## src/rtl/tsi_cpu_pkg.sv

```systemverilog
package tsi_cpu_pkg;
    localparam int STREAM_W = 3;
    localparam int CHAN_W   = 5;
    localparam int DATA_W   = 8;
    localparam int MADDR_W  = STREAM_W + CHAN_W;

    typedef enum logic [1:0] {
        SEL_NONE = 2'b00,
        SEL_DM   = 2'b01,
        SEL_CML  = 2'b10,
        SEL_CMH  = 2'b11
    } msel_t;

    typedef struct packed {
        logic                split;
        logic                pmode;
        logic                spare;
        msel_t               msel;
        logic [STREAM_W-1:0] stream;
    } ctrl_t;

    typedef enum logic [2:0] {
        TGT_NONE,
        TGT_CTRL,
        TGT_DM,
        TGT_CML,
        TGT_CMH
    } tgt_t;

    typedef enum logic {
        S_IDLE,
        S_FETCH
    } st_t;
endpackage

```

## src/rtl/tsi_cpu_ctrl_reg.sv

```systemverilog
module tsi_cpu_ctrl_reg
    import tsi_cpu_pkg::*;
(
    input  logic              clk,
    input  logic              rst_n,
    input  logic              load,
    input  logic [DATA_W-1:0] wdata,
    output ctrl_t             ctrl
);
    ctrl_t ctrl_q;

    always_ff @(posedge clk) begin
        if (!rst_n) begin
            ctrl_q <= '0;
        end else if (load) begin
            ctrl_q       <= ctrl_t'(wdata);
            ctrl_q.spare <= 1'b0;
        end
    end

    assign ctrl = ctrl_q;


    ctrl_spare_zero_chk: assert property (@(posedge clk) disable iff (!rst_n)
        load |=> (ctrl.spare == 1'b0));
endmodule

```

## src/rtl/tsi_cpu_decode.sv

```systemverilog
module tsi_cpu_decode
    import tsi_cpu_pkg::*;
(
    input  logic  paged,
    input  ctrl_t ctrl,
    output tgt_t  rd_tgt,
    output tgt_t  wr_tgt
);
    always_comb begin
        if (!paged) begin
            rd_tgt = TGT_CTRL;
            wr_tgt = TGT_CTRL;
        end else if (ctrl.split) begin
            rd_tgt = TGT_DM;
            wr_tgt = (ctrl.msel == SEL_CMH) ? TGT_CMH : TGT_CML;
        end else begin
            unique case (ctrl.msel)
                SEL_DM:  begin rd_tgt = TGT_DM;   wr_tgt = TGT_NONE; end
                SEL_CML: begin rd_tgt = TGT_CML;  wr_tgt = TGT_CML;  end
                SEL_CMH: begin rd_tgt = TGT_CMH;  wr_tgt = TGT_CMH;  end
                default: begin rd_tgt = TGT_NONE; wr_tgt = TGT_NONE; end
            endcase
        end
    end
endmodule

```

## src/rtl/tsi_cpu_port.sv

```systemverilog
module tsi_cpu_port
    import tsi_cpu_pkg::*;
(
    input  logic                clk,
    input  logic                rst_n,
    input  logic [CHAN_W:0]     cpu_addr,
    input  logic                cpu_wr,
    input  logic                cpu_rd,
    input  logic [DATA_W-1:0]   cpu_wdata,
    output logic [DATA_W-1:0]   cpu_rdata,
    output logic                cpu_rvalid,
    output logic [MADDR_W-1:0]  mem_addr,
    output logic [DATA_W-1:0]   mem_wdata,
    output logic                cml_we,
    output logic                cmh_we,
    input  logic [DATA_W-1:0]   dm_rdata,
    input  logic [DATA_W-1:0]   cml_rdata,
    input  logic [DATA_W-1:0]   cmh_rdata,
    output logic                proc_mode
);
    st_t   state_q, state_d;
    tgt_t  tgt_q;
    tgt_t  rd_tgt, wr_tgt;
    ctrl_t ctrl;
    logic  paged, wr_go, rd_go;
    logic [DATA_W-1:0] rd_mux;

    assign paged = cpu_addr[CHAN_W];
    assign wr_go = (state_q == S_IDLE) && cpu_wr;
    assign rd_go = (state_q == S_IDLE) && cpu_rd && !cpu_wr;

    tsi_cpu_ctrl_reg u_ctrl (
        .clk   (clk),
        .rst_n (rst_n),
        .load  (wr_go && !paged),
        .wdata (cpu_wdata),
        .ctrl  (ctrl)
    );

    tsi_cpu_decode u_dec (
        .paged  (paged),
        .ctrl   (ctrl),
        .rd_tgt (rd_tgt),
        .wr_tgt (wr_tgt)
    );

    // state register
    always_ff @(posedge clk) begin
        if (!rst_n) begin
            state_q <= S_IDLE;
            tgt_q   <= TGT_NONE;
        end else begin
            state_q <= state_d;
            if (rd_go) tgt_q <= rd_tgt;
        end
    end

    // next state: IDLE_TO_FETCH on accepted read, FETCH_TO_IDLE always
    always_comb begin
        state_d = state_q;
        unique case (state_q)
            S_IDLE:  if (rd_go) state_d = S_FETCH;
            S_FETCH: state_d = S_IDLE;
            default: state_d = S_IDLE;
        endcase
    end

    always_comb begin
        unique case (tgt_q)
            TGT_CTRL: rd_mux = ctrl;
            TGT_DM:   rd_mux = dm_rdata;
            TGT_CML:  rd_mux = cml_rdata;
            TGT_CMH:  rd_mux = cmh_rdata;
            default:  rd_mux = '0;
        endcase
    end

    // outputs
    always_ff @(posedge clk) begin
        if (!rst_n) begin
            cpu_rdata  <= '0;
            cpu_rvalid <= 1'b0;
        end else begin
            cpu_rvalid <= (state_q == S_FETCH);
            if (state_q == S_FETCH) cpu_rdata <= rd_mux;
        end
    end

    assign mem_addr  = {ctrl.stream, cpu_addr[CHAN_W-1:0]};
    assign mem_wdata = cpu_wdata;
    assign cml_we    = wr_go && paged && (wr_tgt == TGT_CML);
    assign cmh_we    = wr_go && paged && (wr_tgt == TGT_CMH);
    assign proc_mode = ctrl.pmode;


    bank_we_excl_chk: assert property (@(posedge clk) disable iff (!rst_n)
        $onehot0({cml_we, cmh_we}));


    we_needs_strobe_chk: assert property (@(posedge clk) disable iff (!rst_n)
        (cml_we || cmh_we) |-> (cpu_wr && cpu_addr[CHAN_W]));


    read_enters_fetch_chk: assert property (@(posedge clk) disable iff (!rst_n)
        (state_q == S_IDLE && cpu_rd && !cpu_wr) |=> (state_q == S_FETCH));


    rvalid_after_fetch_chk: assert property (@(posedge clk) disable iff (!rst_n)
        (state_q == S_FETCH) |=> cpu_rvalid);


    fetch_no_write_chk: assert property (@(posedge clk) disable iff (!rst_n)
        (state_q == S_FETCH) |-> !(cml_we || cmh_we));
endmodule

```

## config.mk

```make
export PLATFORM = sky130hd
export DESIGN_NAME = tsi_cpu_port
export DESIGN_NICKNAME = d
export VERILOG_FILES = /design/src/rtl/tsi_cpu_pkg.sv /design/src/rtl/tsi_cpu_ctrl_reg.sv /design/src/rtl/tsi_cpu_decode.sv /design/src/rtl/tsi_cpu_port.sv
export SDC_FILE = /design/constraint.sdc
export NUM_CORES = 1
export LEC_CHECK = 0
export ABC_AREA = 1
export BUFFER_PORTS_ARGS = -buffer_cell sky130_fd_sc_hd__buf_2
export CORE_MARGIN = 2
export CORE_UTILIZATION = 25
export DETAILED_ROUTE_END_ITERATION = 7
export PLACE_DENSITY = 0.56
export SLEW_MARGIN = 20
export SYNTH_ARGS = -nofsm -noshare
export SYNTH_HDL_FRONTEND = slang
export SYNTH_HIERARCHICAL = 1
export SYNTH_SLANG_ARGS = --single-unit
```

## constraint.sdc

```tcl
create_clock -name clk -period 1.3 [get_ports clk]
set_input_delay 0.065 -clock clk [delete_from_list [all_inputs] [get_ports clk]]
set_output_delay 0.065 -clock clk [all_outputs]
set_load 0.02 [all_outputs]
```

==> run metrics <==
height of the die=76.3 um; initial antenna violation count=0; CP startpoint kind=flop; root buf cell=clkbuf_8; outcome=complete, but fails checks; Yosys top cell area share=30.6%; nets=282; CTS tree=yes; final worst setup slack=-0.0851 ns; Crit path required time=1.24 ns; Tightest Hold Check Type=in2reg; crit path time final=1.39 ns; Synth Area in Compound Gates=11.9%; DR pass1 iterations=4; ranking of synthesized cells by area=dfxtp_1 (31%), nand2_1 (13%), buf_4 (8.6%), nand4_1 (7.7%), nand3_1 (7.3%); hpwl dp=2570 um; adder-cell share of the synthesized area=1.91%; Starting Density=25.8%; total CTS buffers=3; worst hold slack=0.102 ns; Synth Area in XOR/XNOR=0%; Pleak=0.904 nW; IR drop worst, VDD=0.000441 V; antenna viol nets, final=0; drt drc=0; final core utilization=32.8%; Layout area overhead=27.3%; unrepaired setup endpoints after global routing=yes; Die ar.=5820 um2; critical setup path kind=reg2out; Seq/Total Area, Yosys=30.6%; GRT Total Usage=11.9%; synthesized cell area=1310 um2; Clock transition at path regs=0.07 ns; CTS sink cnt=20; Fin Setup TNS=-0.134 ns; via count=1,320; clk buf depth=2; Rows=26; Seq cells post-synth=20; Port Buffers=57; CP Max Fanout=4; Final setup viols=2; Slew Viols, Final=0; cell taking the most area after synthesis=dfxtp_1; Power per Cell Area=888 nW/um2; CP arrival=1.32 ns; Final Cycle Share=107%; routability congestion estimate from global placement=0.811; Final Non-Filler Cells=307; Detailed Route WL=3450 um; main combinational cell family by area after synthesis=simple AND/OR/NAND/NOR gates; Max-Cap Viols=0; Antenna Cells=0; pin count of the biggest net entering global routing=19; Mean Syn Cell Area=6.95 um2; endpoint type of the worst setup path=output port; Die X=76.3 um; failing checks=setup timing; dpl cells=300; f_max=722 MHz; H-tree depth=1; multiplexer share of the synthesized area=0%; Clock Latency Late Sink=0.26 ns; Routed WL per cell=11.2 um; Yosys cell types=24; vias in the first global route=1,221; Hold Fails Final Rpt=0; core area=5070 um2; 1st-iter DRT viols=44; Post-Syn Nets=232; vias per std cell=4.30; Cells after Synth=188; Synth Area in Simple Gates=36.0%; layout cells sized above 1=35.9%; first-pass GRT wire length=5710 um; IO Pins=70; Synthesis Warnings=6; global route overflow=0; hold_buf cts=0; skew final=0.00166 ns
==> cell usage after synthesis <==
cell type,instances
a21oi_1,10
a21oi_2,2
buf_2,1
buf_4,15
buf_6,5
conb_1,1
dfxtp_1,20
ha_1,2
inv_1,15
inv_2,2
inv_4,1
inv_6,1
nand2_1,44
nand3_1,19
nand4_1,16
nor2_1,18
nor2_4,1
nor2_8,1
nor3_1,1
nor4_1,1
o21ai_1,3
o21ai_2,1
o21bai_1,7
o21bai_2,1
==> area by class of cell <==
type,count,area [um2]
Inverter,19,78.8
Tap cell,70,87.6
Multi-Input combinational cell,128,661
Clock buffer,4,55.1
Sequential cell,20,412
Fill cell,597,3410
Timing Repair Buffer,66,370
==> registers in the layout (all words and copies together), names as in the netlist <==
| register | flops |
|---|---|
| cpu_rvalid | 1 |
| cpu_rdata | 8 |
| u_ctrl/ctrl | 7 |
| state_q | 1 |
| tgt_q | 3 |
==> cell usage in the layout (no fill, tap or decap), drive strengths merged, types with 2 or more instances in the layout <==
master / netlist / layout
inv: 19 / 19
o21bai: 8 / 8
ha: 2 / 2
buf: 21 / 66
nor2: 20 / 20
nand4: 16 / 16
dfxtp: 20 / 20
a21oi: 12 / 12
clkbuf: 0 / 4
nand2: 44 / 44
o21ai: 4 / 4
nand3: 19 / 19
==> timing repair <==
action | 4_1_cts | 5_1_grt
buffers inserted | 2 | 1
pin swaps | 2 | 1
endpoints found under the setup margin | 2 | 2
gates resized for setup | 8 | 1
==> final timing paths <==
| kind | depth (start not counted) | start | end | slack [ns] |
|---|---|---|---|---|
| max | 7 | u_ctrl/ctrl[3] | cml_we | -0.09 |
| min | 5 | cpu_wdata[4] | u_ctrl/ctrl[4] | 0.10 |
| max reg2reg | 5 | tgt_q[2] | cpu_rdata[7] | 0.09 |
| min reg2reg | 2 | cpu_rdata[0] | cpu_rdata[0] | 0.46 |
==> through the flow <==
step / power, mW / area [um2] / worst slack (ns)
CTS: 1.50 / 1650 / -0.0748
floorplan: 0.934 / 1310 / 0.0782
global route: 1.56 / 1660 / -0.169
finish: 1.48 / 1660 / -0.0851
detailed placement: 1.01 / 1570 / 0.0824
global placement: 1.01 / 1570 / 0.103
==> layer usage <==
layer | routed length, um | global-route usage (%) | up-vias
li1 | - | - | 709
met1 | 1710 | 15.8 | 550
met2 | 1440 | 18.8 | 59
met3 | 281 | 4.15 | 2
met4 | 22 | 2.55 | 0
met5 | 0 | 0 | -
==> power breakdown <==
group,leakage (nW),internal [mW],switching [mW]
clock network,0.0288,0.269,0.204
logic,0.710,0.137,0.199
registers,0.165,0.638,0.0300
total,0.904,1.04,0.433
==> critical path, cell delays in order (launching register included) <==
cell and delay [ns]:
dfxtp_4 0.36, ha_1 0.19, nand2_1 0.09, inv_1 0.06
inv_2 0.06, nand3_1 0.06, nor2_1 0.11, buf_4 0.15
==> kinds of logic after synthesis <==
group,count (synthesis)
compound gates,24
fa+ha+maj,2
flops,20
other cells,1
simple gates,101
buf+inv,40
Power figures use the tool's default switching activity.
